`config.mk`:
```
export PLATFORM = sky130hd
export DESIGN_NAME = store_gate_buf
export DESIGN_NICKNAME = d
export VERILOG_FILES = /design/src/rtl/gsb_pkg.sv /design/src/rtl/gsb_ctrl.sv /design/src/rtl/gsb_store.sv /design/src/rtl/gsb_fwd.sv /design/src/rtl/store_gate_buf.sv
export SDC_FILE = /design/constraint.sdc
export NUM_CORES = 1
export LEC_CHECK = 0
export ABC_AREA = 1
export BUFFER_PORTS_ARGS = -buffer_cell sky130_fd_sc_hd__buf_4
export CAP_MARGIN = 25
export CORE_MARGIN = 2
export CORE_UTILIZATION = 55
export DETAILED_ROUTE_END_ITERATION = 8
export GPL_ROUTABILITY_DRIVEN = 1
export PLACE_DENSITY = 0.79
export SETUP_SLACK_MARGIN = 0.5
export SYNTH_ARGS = -nofsm -noshare
export SYNTH_HDL_FRONTEND = slang
export SYNTH_HIERARCHICAL = 1
export SYNTH_SLANG_ARGS = --single-unit
```
`constraint.sdc`:
```
create_clock -name clk -period 5.15 [get_ports clk]
set_clock_uncertainty 0.2 [all_clocks]
set_input_delay 0.515 -clock clk [delete_from_list [all_inputs] [get_ports clk]]
set_output_delay 0.515 -clock clk [all_outputs]
set_load 0.01 [all_outputs]
```
`src/rtl/gsb_pkg.sv`:
```
package gsb_pkg;

    typedef enum logic [1:0] {
        GS_EMPTY = 2'd0,
        GS_OPEN  = 2'd1,
        GS_DRAIN = 2'd2,
        GS_MIXED = 2'd3
    } gs_state_t;

    function automatic gs_state_t gs_classify(input logic has_cmt, input logic has_unc);
        unique case ({has_cmt, has_unc})
            2'b00:   return GS_EMPTY;
            2'b01:   return GS_OPEN;
            2'b10:   return GS_DRAIN;
            default: return GS_MIXED;
        endcase
    endfunction

endpackage

```
`src/rtl/gsb_ctrl.sv`:
```
module gsb_ctrl
    import gsb_pkg::*;
#(
    parameter int DEPTH = 4,
    localparam int PW = $clog2(DEPTH),
    localparam int CW = PW + 1
) (
    input  logic          clk,
    input  logic          rst_n,
    input  logic          st_valid,
    input  logic          commit_i,
    input  logic          rollback_i,
    input  logic          wr_ready,
    output logic          st_stall,
    output logic          st_accept,
    output logic [PW-1:0] wr_idx,
    output logic [CW-1:0] head_ptr,
    output logic [CW-1:0] held_cnt,
    output logic          mem_wr_valid
);

    localparam logic [CW-1:0] DEPTH_C = CW'(DEPTH);

    gs_state_t     state_q, state_n;
    logic [CW-1:0] head_q, cmt_q, tail_q;
    logic [CW-1:0] head_n, cmt_n, tail_n, base_tail;
    logic [CW-1:0] cmt_cnt;
    logic          full, drain_fire, do_commit, do_rb;

    assign held_cnt = tail_q - head_q;
    assign cmt_cnt  = cmt_q - head_q;
    assign full     = (held_cnt == DEPTH_C);
    assign head_ptr = head_q;

    always_comb begin
        do_commit  = commit_i;
        do_rb      = rollback_i && !commit_i;
        st_stall   = full;
        st_accept  = st_valid && !full;
        drain_fire = mem_wr_valid && wr_ready;
        base_tail  = do_rb ? cmt_q : tail_q;
        wr_idx     = base_tail[PW-1:0];
        head_n     = head_q + CW'(drain_fire);
        cmt_n      = do_commit ? tail_q : cmt_q;
        tail_n     = base_tail + CW'(st_accept);
        state_n    = gs_classify((cmt_n != head_n), (tail_n != cmt_n));
    end

    always_ff @(posedge clk) begin
        if (!rst_n) begin
            state_q <= GS_EMPTY;
            head_q  <= '0;
            cmt_q   <= '0;
            tail_q  <= '0;
        end else begin
            state_q <= state_n;
            head_q  <= head_n;
            cmt_q   <= cmt_n;
            tail_q  <= tail_n;
        end
    end

    always_comb begin
        unique case (state_q)
            GS_EMPTY: mem_wr_valid = 1'b0;
            GS_OPEN:  mem_wr_valid = 1'b0;
            GS_DRAIN: mem_wr_valid = 1'b1;
            GS_MIXED: mem_wr_valid = 1'b1;
            default:  mem_wr_valid = 1'b0;
        endcase
    end

    p_no_overflow_r3: assert property (@(posedge clk) disable iff (!rst_n)
        held_cnt <= DEPTH_C);

    p_commit_all_r4: assert property (@(posedge clk) disable iff (!rst_n)
        commit_i |=> (tail_q - cmt_q) == CW'($past(st_accept)));

    p_hold_r5: assert property (@(posedge clk) disable iff (!rst_n)
        (mem_wr_valid && !wr_ready) |=> (mem_wr_valid && head_q == $past(head_q)));

    p_rollback_r6: assert property (@(posedge clk) disable iff (!rst_n)
        (rollback_i && !commit_i) |=> (tail_q - cmt_q) == CW'($past(st_accept)));

    p_commit_wins_r7: assert property (@(posedge clk) disable iff (!rst_n)
        (commit_i && rollback_i) |=> cmt_q == $past(tail_q));

    p_state_match_r9: assert property (@(posedge clk) disable iff (!rst_n)
        mem_wr_valid == (cmt_cnt != '0));

endmodule

```
`src/rtl/gsb_store.sv`:
```
module gsb_store #(
    parameter int DEPTH = 4,
    parameter int AW = 8,
    parameter int DW = 32,
    localparam int BW = DW / 8,
    localparam int PW = $clog2(DEPTH)
) (
    input  logic                       clk,
    input  logic                       we,
    input  logic [PW-1:0]              widx,
    input  logic [AW-1:0]              waddr,
    input  logic [DW-1:0]              wdata,
    input  logic [BW-1:0]              wbe,
    input  logic [PW-1:0]              ridx,
    output logic [AW-1:0]              rd_addr,
    output logic [DW-1:0]              rd_data,
    output logic [BW-1:0]              rd_be,
    output logic [DEPTH-1:0][AW-1:0]   ent_addr,
    output logic [DEPTH-1:0][DW-1:0]   ent_data,
    output logic [DEPTH-1:0][BW-1:0]   ent_be
);

    for (genvar e = 0; e < DEPTH; e++) begin : g_slot
        always_ff @(posedge clk) begin
            if (we && widx == PW'(e)) begin
                ent_addr[e] <= waddr;
                ent_data[e] <= wdata;
                ent_be[e]   <= wbe;
            end
        end
    end

    assign rd_addr = ent_addr[ridx];
    assign rd_data = ent_data[ridx];
    assign rd_be   = ent_be[ridx];

endmodule

```
`src/rtl/gsb_fwd.sv`:
```
module gsb_fwd #(
    parameter int DEPTH = 4,
    parameter int AW = 8,
    parameter int DW = 32,
    localparam int BW = DW / 8,
    localparam int PW = $clog2(DEPTH),
    localparam int CW = PW + 1
) (
    input  logic [CW-1:0]              head_ptr,
    input  logic [CW-1:0]              held_cnt,
    input  logic [DEPTH-1:0][AW-1:0]   ent_addr,
    input  logic [DEPTH-1:0][DW-1:0]   ent_data,
    input  logic [DEPTH-1:0][BW-1:0]   ent_be,
    input  logic [AW-1:0]              ld_addr,
    input  logic [DW-1:0]              ld_mem_data,
    output logic [DW-1:0]              ld_data,
    output logic                       ld_hit
);

    logic [BW-1:0] lane_hit;

    for (genvar b = 0; b < BW; b++) begin : g_lane
        always_comb begin
            logic [PW-1:0] idx;
            ld_data[b*8 +: 8] = ld_mem_data[b*8 +: 8];
            lane_hit[b] = 1'b0;
            for (int k = 0; k < DEPTH; k++) begin
                idx = head_ptr[PW-1:0] + PW'(k);
                if (CW'(k) < held_cnt && ent_addr[idx] == ld_addr && ent_be[idx][b]) begin
                    ld_data[b*8 +: 8] = ent_data[idx][b*8 +: 8];
                    lane_hit[b] = 1'b1;
                end
            end
        end
    end

    assign ld_hit = |lane_hit;

endmodule

```
`src/rtl/store_gate_buf.sv`:
```
module store_gate_buf #(
    parameter int AW = 8,
    parameter int DW = 32,
    parameter int DEPTH = 4,
    localparam int BW = DW / 8,
    localparam int PW = $clog2(DEPTH),
    localparam int CW = PW + 1
) (
    input  logic          clk,
    input  logic          rst_n,
    input  logic          st_valid,
    input  logic [AW-1:0] st_addr,
    input  logic [DW-1:0] st_data,
    input  logic [BW-1:0] st_be,
    output logic          st_stall,
    input  logic          commit_i,
    input  logic          rollback_i,
    input  logic [AW-1:0] ld_addr,
    input  logic [DW-1:0] ld_mem_data,
    output logic [DW-1:0] ld_data,
    output logic          ld_hit,
    output logic          mem_wr_valid,
    input  logic          mem_wr_ready,
    output logic [AW-1:0] mem_wr_addr,
    output logic [DW-1:0] mem_wr_data,
    output logic [BW-1:0] mem_wr_be
);

    logic                     st_accept;
    logic [PW-1:0]            wr_idx;
    logic [CW-1:0]            head_ptr, held_cnt;
    logic [DEPTH-1:0][AW-1:0] ent_addr;
    logic [DEPTH-1:0][DW-1:0] ent_data;
    logic [DEPTH-1:0][BW-1:0] ent_be;

    gsb_ctrl #(.DEPTH(DEPTH)) u_ctrl (
        .clk(clk), .rst_n(rst_n), .st_valid(st_valid),
        .commit_i(commit_i), .rollback_i(rollback_i), .wr_ready(mem_wr_ready),
        .st_stall(st_stall), .st_accept(st_accept), .wr_idx(wr_idx),
        .head_ptr(head_ptr), .held_cnt(held_cnt), .mem_wr_valid(mem_wr_valid)
    );

    gsb_store #(.DEPTH(DEPTH), .AW(AW), .DW(DW)) u_store (
        .clk(clk), .we(st_accept), .widx(wr_idx),
        .waddr(st_addr), .wdata(st_data), .wbe(st_be),
        .ridx(head_ptr[PW-1:0]),
        .rd_addr(mem_wr_addr), .rd_data(mem_wr_data), .rd_be(mem_wr_be),
        .ent_addr(ent_addr), .ent_data(ent_data), .ent_be(ent_be)
    );

    gsb_fwd #(.DEPTH(DEPTH), .AW(AW), .DW(DW)) u_fwd (
        .head_ptr(head_ptr), .held_cnt(held_cnt),
        .ent_addr(ent_addr), .ent_data(ent_data), .ent_be(ent_be),
        .ld_addr(ld_addr), .ld_mem_data(ld_mem_data),
        .ld_data(ld_data), .ld_hit(ld_hit)
    );

    p_reset_quiet_r1: assert property (@(posedge clk)
        $past(!rst_n) |-> (!mem_wr_valid && !st_stall));

    p_no_early_write_r2: assert property (@(posedge clk) disable iff (!rst_n)
        (!mem_wr_valid) |=> $stable(head_ptr));

endmodule

```
# After elaboration in Yosys (flattened, before gate mapping)
# Index checks and enable logic that the tools add are counted.
[totals]
n_memories = 0
mem_bits_rw = 0
rom_bits = 0
wordCells = 140
input_bits = 90
latch_bits = 0
ff_bits = 187
[classes]
order_cmp = 8
reduce_logical = 35
addsub = 6
mux = 60
bitwise_logic = 0
n_eq_ne = 15
multipliers = 0
shift = 0
div = 0
[ops]
columns = ["operator", "count"]
rows = [
  ["32-bit binary-select mux with 2-bit select", 4],
  ["8-bit 2-to-1 mux", 20],
  ["32-bit 2-to-1 mux", 4],
  ["8-bit binary-select mux with 2-bit select", 4],
  ["4-bit binary-select mux with 2-bit select", 4],
  ["8-bit equality test", 4],
  ["1-bit logical AND", 27],
  ["1-bit 2-to-1 mux", 16],
  ["4-bit 2-to-1 mux", 4],
  ["2-bit by 3-bit < comparator with 1-bit output, second input constant", 4],
  ["2-bit equality test, second input constant", 5],
  ["3-bit by 1-bit adder with 3-bit output", 2],
  ["2-bit by 1-bit equality test with 1-bit output, second input constant", 3],
  ["2-bit logical NOT", 3],
  ["1-bit by 3-bit < comparator with 1-bit output, first input constant", 2],
  ["2-bit by 3-bit < comparator with 1-bit output, first input constant", 2],
  ["3-bit 2-to-1 mux", 2],
  ["3-bit != test", 2],
  ["2-bit case mux with 3 select lines", 1],
  ["2-bit adder, second input constant", 2],
  ["2-bit OR reduction", 2],
  ["4-bit OR reduction", 1],
  ["3-bit equality test, second input constant", 1],
  ["3-bit subtractor", 1],
  ["other kinds (3)", 4],
]

# Depth between registers and ports, before layout
# Gate-level depths: netlist of run 1.
[depth]
depth_word = 10
depth_mapped = 19

# Hierarchy
# The synthesis of run 1 kept the hierarchy.
[modules_own_cells]
columns = ["mod", "n_inst", "seq_area_each_um2", "cells_each", "area_each_um2"]
rows = [
  ["gsb_store", 1, 5285.1, 697, 7419.6],
  ["gsb_fwd", 1, 0.0, 1616, 7156.9],
  ["gsb_ctrl", 1, 200.2, 88, 624.3],
]

# Worst setup path after synthesis of run 1
# Ideal clock, no wire load.
[synth_timing]
path_kind = "reg-to-reg"
from = "reg u_ctrl.tail_q[0]"
to = "reg u_store/ent_addr[10] (netlist name) (enable)"
arrival_ns = 4.356
slack_ns = 0.094
required_ns = 4.450
path_stages_with_launch = 9
cell_sequence = "dfxtp_1 > inv_1 > ha_1 > fa_1 > xnor2_1 > o21ai_0 > inv_1 > inv_1 > nor3_1"
[synth_between]
elab_chain_cells = 5
elab_cells_between_ends = 7
[synth_lines]
columns = ["element", "line_no", "source"]
rows = [
  ["from (decl)", "gsb_ctrl.sv:25", "logic [CW-1:0] head_q, cmt_q, tail_q;"],
  ["from (signal assigned)", "gsb_ctrl.sv:59", "tail_q <= tail_n;"],
  ["3-bit subtractor", "gsb_ctrl.sv:30", "assign held_cnt = tail_q - head_q;"],
  ["3-bit equality test", "gsb_ctrl.sv:32", "assign full = (held_cnt == DEPTH_C);"],
  ["1-bit logical NOT", "gsb_ctrl.sv:39", "st_accept = st_valid && !full;"],
  ["1-bit logical AND", "gsb_ctrl.sv:39", ""],
  ["net st_accept", "store_gate_buf.sv:29", "logic st_accept;"],
  ["1-bit logical AND", "gsb_store.sv:25", "if (we && widx == PW'(e)) begin"],
  ["to (signal, indexed assignment)", "gsb_store.sv:26", "ent_addr[e] <= waddr;"],
  ["to (decl)", "gsb_store.sv:18", "output logic [DEPTH-1:0][AW-1:0] ent_addr,"],
]
# The timed path passes the listed nets, and every way through them passes these cells.
# A chain may end at the register's enable or synchronous reset.

# Worst setup path in the final report of run 1
[layout_timing]
from = "reg u_ctrl.tail_q[0]"
to = "out ld_hit"
[layout_between]
elab_chain_cells = 9
elab_cells_between_ends = 42
[layout_lines]
columns = ["element", "line_no", "source"]
rows = [
  ["3-bit subtractor *", "gsb_ctrl.sv:30", ""],
  ["net held_cnt[2]", "store_gate_buf.sv:31", "logic [CW-1:0] head_ptr, held_cnt;"],
  ["1-bit by 3-bit < comparator with 1-bit output", "gsb_fwd.sv:29", "if (CW'(k) < held_cnt && ent_addr[idx] == ld_addr && ent_be[idx][b]) begin"],
  ["1-bit logical AND (2 in a row)", "gsb_fwd.sv:29", ""],
  ["1-bit 2-to-1 mux (4 in a row)", "gsb_fwd.sv:29", ""],
  ["4-bit OR reduction *", "gsb_fwd.sv:37", "assign ld_hit = |lane_hit;"],
  ["to (decl)", "store_gate_buf.sv:21", "output logic ld_hit,"],
]
# The timed path passes the listed nets; every way through them passes the cells marked *.

==> flow_summary.yaml, run 1 <==
status:
  status: "completed"
clocking:
  clock_path_buffers: 2
  clockRootBuffer: "clkbuf_16"
  clk_latency_ps: 440
  cts_tree: "done"
  clock_sinks: 186
  htree_levels: 4
  cts_made_buffers: 17
  clk_pin_slew_ps: 80
die:
  start_util_pct: 56.25
  die_height_um: 170.2
  ios: 169
  chipWidth_um: 170.2
  die_area_um2: 28980
  rows: 60
  core-area_um2: 27030
layout:
  drive_gt1_share_pct: 11.13
  nets: 2589
  antenna_cells: 0
  area_delta_synth_final_pct: 12.75
routing:
  drtPass1Iterations: 6
  post_drt_wl_per_cell_um: 14.76
  drt-initial-drc-count: 1386
  drc: 0
  ant_nets: 0
  num_vias: 15350
  wl_mm: 42.02
  via_per_inst: 5.392
worst_setup_path:
  worstPathRequired_ps: 4430
  path_depth: 19
  r2r_slack_ps: 2150
  startpoint: "u_ctrl/tail_q[0]"
  r2r_start: "u_ctrl/tail_q[0]"
  cp-endpoint: "ld_hit"
  max_stage_delay_ps: 380
  crit_buf_inv: 5
  r2r_end: "u_store/ent_data[110]"
  cp_cell_sequence: "inv_1 > ha_1 > fa_1 > xnor2_1 > inv_1 > nor2_1 > inv_1 > or2_2 > nand2_1 > nor2_1 > nand3_2 > nor2_8 > nand2_2 > nand2_1 > inv_1 > nand2_1 > nor2_1 > nand2_1 > buf_4"
  cp.arrival_ps: 3790
  crit_family: "simple AND/OR/NAND/NOR gates"
  cp_slowest_cell: "fa_1"
  end_kind: "output pin"
  worstSetupStartpointType: "register"
  rr_worst_depth: 9
  path_max_fanout: 15
  crit_type: "register to output pin"
logic_synthesis:
  ys_warn_count: 6
  synth_area_um2: 15200
  ys_types: 37
  syn_avg_cell_area_um2: 6.331
  ys_seq_elements: 186
  ys_top_cells_by_area: "edfxtp_1 (35%), nand2_1 (23%), inv_1 (12%)"
  syn_nets: 2497
  yosys.area.top_type_share_pct: 34.77
  ys_seq_area_share_pct: 36.09
  syn_inst: 2401
  synth_top_cell_by_area: "edfxtp_1"
placed_design:
  port_buffers: 168
  gp_congestion: 0.8764
  post-dp-hpwl_mm: 27.73
power_and_ir_drop:
  vdd_drop_max_v: 0.0002603
  leakagePower_nw: 8.850
  powerDensity_nw_per_um2: 274.0
timing:
  finalCritPeriodShare_pct: 87.55
  hold_violations: 0
  setup_viol: 0
  drv_slew: 0
  period_minus_slack_ps: 4509
  finalSetupTns_ps: 0
  holdWs_ps: 68.58
  fmax_mhz: 221.8
  rsz0062_at_grt: "yes"
  tightest_slew_ps: 997.7
  slew_headroom_pct: 33.49
hold_path:
  min_path_type: "input pin to register"
grt:
  overflow: 0
  antenna_found_initial: 1
  grt_pass1_vias: 13910
  grt_first_pass_wirelength_mm: 66.25
  grt_usage_pct: 28.62
  grt_max_degree: 122
job:
  maxCapViolCount: 0
## layout make-up
| type | instances | area [µm²] |
|---|---|---|
| timing repair buffer | 191 | 1474 |
| inverter | 505 | 1913 |
| tap | 341 | 426.7 |
| multi-input combinational | 1592 | 7224 |
| fill | 2477 | 9887 |
| clock buffer | 17 | 425.4 |
| clock inverter | 15 | 182.7 |
| sequential | 186 | 5493 |
## stage by stage
stage	instance area (µm²)	power, mW	util (%)	instances	worst slack, ps
floorplan	15200	2.880	-	2401	93.84
global placement	16420	3.277	60.76	2809	991.0
detailed placement	16440	3.324	60.84	2810	901.8
CTS	17080	4.688	63.21	2845	624.7
global route	17140	4.960	63.42	2847	473.3
finish	17140	4.696	63.42	2847	641.3
## layout by cell type, fill, tap and decap left out, drive strengths merged
master | synthesis | layout
nand2 | 934 | 934
inv | 500 | 506
o21ai | 281 | 281
nand3 | 228 | 228
buf | 78 | 191
edfxtp | 176 | 176
o211ai | 37 | 37
nor2 | 35 | 37
nand4 | 35 | 35
clkbuf | 42 | 17
clkinv | 5 | 11
dfxtp | 10 | 10
o21a | 8 | 8
nor3 | 7 | 7
ha | 5 | 5
a21oi | 5 | 5
or2 | 4 | 4
xnor2 | 3 | 3
xor2 | 3 | 3
nand3b | 3 | 3
bufinv | 0 | 2
clkinvlp | 0 | 1
fa | 1 | 1
o21bai | 1 | 1
## power breakdown
| part | switching (mW) | internal (mW) | leakage [nW] |
|---|---|---|---|
| Sequential | 0.0589 | 1.77 | 1.70 |
| Clock | 0.626 | 0.735 | 0.295 |
| Combinational | 1.01 | 0.498 | 6.86 |
## cells by family (layout without fill, tap and decap cells)
| logic type | after synthesis | in the layout | synth area share, % |
|---|---|---|---|
| DFF | 186 | 186 | 36.09 |
| buffers and inverters | 625 | 728 | 16.79 |
| xor gates and xnor gates | 6 | 6 | 0.3458 |
| adders and majority gates | 6 | 6 | 0.5433 |
| and+or+nand+nor | 1246 | 1248 | 34.55 |
| AOI/OAI and AO/OA | 332 | 332 | 11.69 |
## synthesized netlist by cell type, drive strengths merged
library cell	instances
nor3	7
inv	500
o21ai	281
nor2	35
o21bai	1
o21a	8
nand3b	3
clkbuf	42
a21oi	5
clkinv	5
buf	78
or2	4
nand4	35
ha	5
o211ai	37
xor2	3
nand2	934
dfxtp	10
xnor2	3
fa	1
edfxtp	176
nand3	228
## metal layers
metal / GRT usage [%] / wire (µm) / up-vias
li1: - / - / 7668
met1: 36.60 / 17610 / 6963
met2: 49.10 / 19940 / 626
met3: 4.047 / 3321 / 93
met4: 11.00 / 1131 / 2
met5: 0 / 16 / -
## timing repair
item                                    in CTS  in global routing
gates cloned                                 1                  1
gates resized for setup                      0                  8
hold buffers                                 0                  0
pin swaps                                    1                  2
endpoints found under the setup margin       9                 33
endpoints found under the hold margin        0                  0
setup buffers                                2                  1
## how the worst min path moves through the flow
stage	from	end	slack, ps	cells past startpoint
after global routing	st_data[24]	u_store/ent_data[56]	60	1
after global placement	u_ctrl/cmt_q[2]	u_ctrl/cmt_q[2]	330	2
after CTS	st_data[25]	u_store/ent_data[89]	60	1
final	st_data[25]	u_store/ent_data[89]	70	1
after floorplan	u_ctrl/cmt_q[2]	u_ctrl/cmt_q[2]	290	2
after detailed placement	u_ctrl/cmt_q[2]	u_ctrl/cmt_q[2]	330	2
## sequential cells by signal (all words and copies together) (netlist names)
name and count:
u_ctrl/state_q 1, u_ctrl/head_ptr 3, u_store/ent_be 16, u_store/ent_data 128, u_ctrl/cmt_q 3, u_ctrl/tail_q 3
u_store/ent_addr 32
Note: power is estimated with default switching activity, not from simulation.
==> run 2, diff against run 1 <==
--- a/config.mk
+++ b/config.mk
@@ -8,11 +8,14 @@
 export ABC_AREA = 1
 export BUFFER_PORTS_ARGS = -buffer_cell sky130_fd_sc_hd__buf_4
 export CAP_MARGIN = 25
+export CELL_PAD_IN_SITES_DETAIL_PLACEMENT = 0
+export CELL_PAD_IN_SITES_GLOBAL_PLACEMENT = 1
 export CORE_MARGIN = 2
-export CORE_UTILIZATION = 55
+export CORE_UTILIZATION = 38
 export DETAILED_ROUTE_END_ITERATION = 8
 export GPL_ROUTABILITY_DRIVEN = 1
-export PLACE_DENSITY = 0.79
+export MAX_ROUTING_LAYER = met4
+export PLACE_DENSITY_LB_ADDON = 0.1
 export SETUP_SLACK_MARGIN = 0.5
 export SYNTH_ARGS = -nofsm -noshare
 export SYNTH_HDL_FRONTEND = slang
==> run 2 against run 1 <==
Effect of this change: clock power is 5% lower; combinational power hardly changed; sequential share of layout area is 0.31 points lower; global-route usage is 5.9 points lower; register-to-register slack worse by 20 ps; largest cell class unchanged; worst hold slack worse by 11 ps.
==> flow_summary.yaml, run 2 (synthesized netlist as in run 1, its figures left out) <==
clocking:
  clock_path_buffers: 2
  cts_setup_buffers: 0
  cts_tree: "done"
  clk_pin_slew_ps: 80
  clock_sinks: 186
  cts_made_buffers: 17
  htree_levels: 4
  clockRootBuffer: "clkbuf_16"
  clk_latency_ps: 450
layout:
  fin_util_pct: 43.66
  multi_input_area_um2: 7204
  area_delta_synth_final_pct: 13.84
  regArea_um2: 5493
  top_register: "u_store/ent_data"
  top_regs: "u_store/ent_data: 128 flops, u_store/ent_addr: 32 flops, u_store/ent_be: 16 flops"
  largest_reg_flops: 128
  nets: 2590
  final_cell_area_um2: 17310
  drive_gt1_share_pct: 11.10
  fillerInstances: 4236
  fin_cells: 3031
  layout_common_cells: "nand2_1 (919), inv_1 (492), o21ai_0 (262), nand3_1 (219), buf_4 (187)"
  final_common_cell: "nand2_1"
die:
  die_height_um: 204.0
  core-area_um2: 39640
  die_area_um2: 41620
  rows: 73
  start_util_pct: 38.35
  chipWidth_um: 204.0
  ios: 169
grt:
  grt_pass1_vias: 13680
  overflow: 0
  grt_usage_pct: 22.70
  grt_first_pass_wirelength_mm: 71.48
  antenna_found_initial: 1
  grt_max_degree: 120
routing:
  drtPass1Iterations: 6
  post_drt_wl_per_cell_um: 15.21
  num_vias: 14540
  drc: 0
  drt-initial-drc-count: 1036
  via_per_inst: 4.796
  ant_nets: 0
  wl_mm: 46.11
placed_design:
  gp_congestion: 0.8837
  port_buffers: 168
  dp.cells: 2998
  placed_cell_area_um2: 16690
  post-dp-hpwl_mm: 31.65
timing:
  tightest_slew_ps: 944.5
  setup_viol: 0
  holdWs_ps: 57.37
  slew_headroom_pct: 36.94
  finalCritPeriodShare_pct: 85.51
  period_minus_slack_ps: 4404
  hold_violations: 0
  finalSetupTns_ps: 0
  rsz0062_at_grt: "yes"
  drv_slew: 0
  fmax_mhz: 227.1
worst_setup_path:
  r2r_start: "u_ctrl/head_ptr[0]"
  cp.arrival_ps: 3690
  startpoint: "u_ctrl/head_ptr[1]"
  cp_slowest_cell: "xor2_1"
  end_kind: "output pin"
  crit_family: "simple AND/OR/NAND/NOR gates"
  cp-endpoint: "ld_hit"
  r2r_end: "u_store/ent_data[84]"
  crit_buf_inv: 3
  worstPathRequired_ps: 4430
  cp_cell_sequence: "inv_6 > nand2_1 > nand2_4 > nand2_1 > o21ai_1 > xor2_1 > nor2_4 > buf_4 > nand3_2 > nand4_1 > nor2_1 > nand2_1 > buf_4"
  r2r_slack_ps: 2130
  rr_worst_depth: 8
  worstSetupStartpointType: "register"
  crit_type: "register to output pin"
  path_max_fanout: 49
  max_stage_delay_ps: 500
  path_depth: 13
  path_common_cell: "nand2_1"
power_and_ir_drop:
  leakagePower_nw: 8.817
  powerDensity_nw_per_um2: 268.2
  vdd_drop_max_v: 0.0002576
job:
  maxCapViolCount: 0
status:
  status: "completed"
hold_path:
  min_path_type: "input pin to register"
==> run 2: changes by cell type in the layout (fill, tap and decap cells not counted), moves of 2 or more <==
| cell | delta |
|---|---|
| clkinvlp_4 | +3 |
| buf_12 | -2 |
| buf_4 | +2 |
| clkinv_4 | -2 |
| inv_8 | -2 |
| nor2_4 | -2 |
==> run 2: cell type report <==
class,instances,area share (%)
well taps,525,3.796
multi-input cells,1591,41.63
clock inverters,12,0.6869
inverters,505,11.05
flip-flops and latches,186,31.74
diodes,1,0.01446
clock buffers,18,2.480
repair buffers,193,8.597
==> run 2: metrics by stage <==
stage | setup slack (ps) | power, mW
after detailed placement | 1005 | 3.378
after global routing | 494.0 | 4.951
final | 746.0 | 4.642
after floorplan | 93.84 | 2.880
after global placement | 1018 | 3.364
after CTS | 506.9 | 4.673
==> run 2: per-layer routing <==
metal	track usage, %	vias up	wire [µm]
met4	6.341	0	849
met5	-	-	0
met1	29.66	6539	21810
li1	-	7663	-
met2	37.33	291	21590
met3	2.551	43	1868
==> run 2: worst min path at each step <==
stage	startpoint	end	slack [ps]	depth (start not counted)
floorplan	u_ctrl/cmt_q[2]	u_ctrl/cmt_q[2]	290	2
CTS	st_be[3]	u_store/ent_be[3]	30	1
global route	st_be[3]	u_store/ent_be[3]	30	1
finish	st_be[3]	u_store/ent_be[3]	60	1
global placement	u_ctrl/cmt_q[2]	u_ctrl/cmt_q[2]	330	2
detailed placement	u_ctrl/cmt_q[2]	u_ctrl/cmt_q[2]	340	2
==> run 2: power breakdown <==
part           internal, mW  switching, mW
clock network         0.668          0.622
registers              1.77         0.0584
logic                 0.503           1.02
total                  2.94           1.70
==> run 2: timing repair <==
action	CTS	global route
setup endpoints to repair	0	33
gates resized for setup	0	8
hold buffers	0	0
==> run 3, diff against run 2 <==
--- a/config.mk
+++ b/config.mk
@@ -10,6 +10,7 @@
 export CAP_MARGIN = 25
 export CELL_PAD_IN_SITES_DETAIL_PLACEMENT = 0
 export CELL_PAD_IN_SITES_GLOBAL_PLACEMENT = 1
+export CORE_ASPECT_RATIO = 0.9
 export CORE_MARGIN = 2
 export CORE_UTILIZATION = 38
 export DETAILED_ROUTE_END_ITERATION = 8
@@ -17,6 +18,7 @@
 export MAX_ROUTING_LAYER = met4
 export PLACE_DENSITY_LB_ADDON = 0.1
 export SETUP_SLACK_MARGIN = 0.5
+export SLEW_MARGIN = 20
 export SYNTH_ARGS = -nofsm -noshare
 export SYNTH_HDL_FRONTEND = slang
 export SYNTH_HIERARCHICAL = 1
==> constraint.sdc (replaced) <==
create_clock -name clk -period 5.15 [get_ports clk]
set_clock_uncertainty 0.2 [all_clocks]
set_input_delay 0.7725 -clock clk [delete_from_list [all_inputs] [get_ports clk]]
set_output_delay 0.7725 -clock clk [all_outputs]
set_load 0.01 [all_outputs]
==> run 3 against run 2 <==
Effect of this change: utilization increased by 0.93 points; sequential power about the same; critical path depth increased by 6; first-iteration DRC count decreased by 14%; worst hold slack improved by 260 ps; largest power group unchanged; highest routed layer unchanged.
==> flow_summary.yaml, run 3 (synthesized netlist as in run 1, its figures left out) <==
die:
  die_height_um: 193.7
  core-area_um2: 39450
  ios: 169
  die_area_um2: 41620
  chipWidth_um: 214.8
  start_util_pct: 38.53
  rows: 69
worst_setup_path:
  cp.arrival_ps: 3450
  worstPathRequired_ps: 4180
  r2r_start: "u_ctrl/head_ptr[0]"
  startpoint: "u_ctrl/head_ptr[0]"
  r2r_slack_ps: 2070
  r2r_end: "u_store/ent_data[110]"
  rr_worst_depth: 9
  end_kind: "output pin"
  path_max_fanout: 18
  worstSetupStartpointType: "register"
  crit_type: "register to output pin"
grt:
  grt_usage_pct: 23.30
  antenna_found_initial: 1
  overflow: 0
  grt_max_degree: 118
  grt_pass1_vias: 13880
  grt_first_pass_wirelength_mm: 74.28
placed_design:
  pre_cts_ws_ps: 748.3
  port_buffers: 168
  post-dp-hpwl_mm: 32.49
  gp_congestion: 0.8349
  dp.cells: 3012
layout:
  layout_common_cells: "nand2_1 (919), inv_1 (492), o21ai_0 (262), nand3_1 (218), buf_4 (206)"
  fin_util_pct: 44.59
  fillerInstances: 4224
  nets: 2610
  top_regs: "u_store/ent_data: 128 flops, u_store/ent_addr: 32 flops, u_store/ent_be: 16 flops"
  largest_reg_flops: 128
  fin_cells: 3060
  final_common_cell: "nand2_1"
  area_delta_synth_final_pct: 15.73
  top_register: "u_store/ent_data"
  drive_gt1_share_pct: 12.03
timing:
  hold_violations: 0
  fmax_mhz: 226.1
  period_minus_slack_ps: 4422
  finalCritPeriodShare_pct: 85.86
  drv_slew: 0
  finalSetupTns_ps: 0
  rsz0062_at_grt: "yes"
  setup_viol: 0
  tightest_slew_ps: 992.1
  slew_headroom_pct: 33.86
  fin_ws_ps: 728.1
power_and_ir_drop:
  leakagePower_nw: 9.034
  vdd_drop_max_v: 0.0002325
  powerDensity_nw_per_um2: 268.5
  total_power_mw: 4.724
job:
  maxCapViolCount: 0
routing:
  drc: 0
  wl_mm: 47.24
  via_per_inst: 4.838
  drtPass1Iterations: 5
  ant_nets: 0
  drt-initial-drc-count: 886
  post_drt_wl_per_cell_um: 15.44
  num_vias: 14810
clocking:
  cts_made_buffers: 17
  clk_pin_slew_ps: 70
  hold_buffers: 0
  clock_sinks: 186
  clk_latency_ps: 450
  htree_levels: 4
  clock_path_buffers: 2
  cts_tree: "done"
  clockRootBuffer: "clkbuf_16"
hold_path:
  worstHoldStart: "st_addr[3]"
  worstHoldEndpoint: "u_store/ent_addr[3]"
  holdPathStages: 1
  min_path_type: "input pin to register"
status:
  status: "completed"
-- run 3: cell types whose count changed in the layout (fill, tap and decap cells not counted), moves of 3 or more --
cell / before / now
buf_4: 187 / 206
buf_12: 0 / 3
clkbuf_8: 0 / 3
clkinv_2: 0 / 3
nand2_2: 11 / 8
nand2_4: 4 / 7
-- run 3: report_power, final --
group | switching [mW] | internal [mW] | leakage (nW) | total, mW
combinational | 1.04 | 0.520 | 7.05 | 1.56
sequential | 0.0627 | 1.77 | 1.70 | 1.83
clock | 0.584 | 0.751 | 0.283 | 1.33
total | 1.68 | 3.04 | 9.03 | 4.72
-- run 3: area by class of cell --
class                           count  area, µm²  share of cell area (%)
Multi-Input combinational cell   1590       7262                   41.28
Sequential cell                   186       5493                   31.22
Inverter                          505       1913                   10.87
Timing Repair Buffer              214       1667                   9.474
Tap cell                          532      665.6                   3.784
Clock buffer                       21      470.5                   2.674
Clock inverter                     11      118.9                  0.6757
Antenna cell                        1      2.502                 0.01422
-- run 3: worst max-delay path by stage --
stage	slack [ps]	cells past startpoint	to
2_1_floorplan	-20	6	u_store/ent_addr[16]
3_5_place_dp	750	16	ld_data[28]
3_3_place_gp	750	16	ld_data[28]
5_1_grt	480	19	ld_hit
6_report	730	19	ld_data[24]
4_1_cts	520	19	ld_hit
-- run 3: repair_timing --
action / 4_1_cts / 5_1_grt
endpoints found under the setup margin: 45 / 33
endpoints found under the hold margin: 0 / 0
pin swaps: 1 / 6
setup buffers: 2 / 13
resized for setup: 11 / 12
-- run 3: worst max-delay path: stages, from the launching register on --
cell and delay [ps]:
dfxtp_4 430, ha_1 240, fa_1 410, xnor2_2 160, inv_1 80, nor2_1 50
inv_1 80, or2_2 110, nand2_1 60, nor2_1 160, nand3_2 170, nor2_8 230
buf_12 190, buf_4 130, nand3_1 60, nand3_1 110, nand2_1 60, nand2_1 50
nand2_1 70, buf_4 150
-- run 3: per-layer routing --
layer / routed length [µm] / GRT usage (%)
met5: 0 / -
met4: 858 / 6.404
met3: 2270 / 3.514
met2: 22180 / 38.48
met1: 21930 / 29.74
-- run 3: metrics by stage --
stage | instance area [µm²] | hold WS, ps
2_1_floorplan | 15200 | 292.7
3_3_place_gp | 16750 | 341.8
3_5_place_dp | 16750 | 362.6
4_1_cts | 17410 | 282.5
5_1_grt | 17590 | 293.2
6_report | 17590 | 316.5
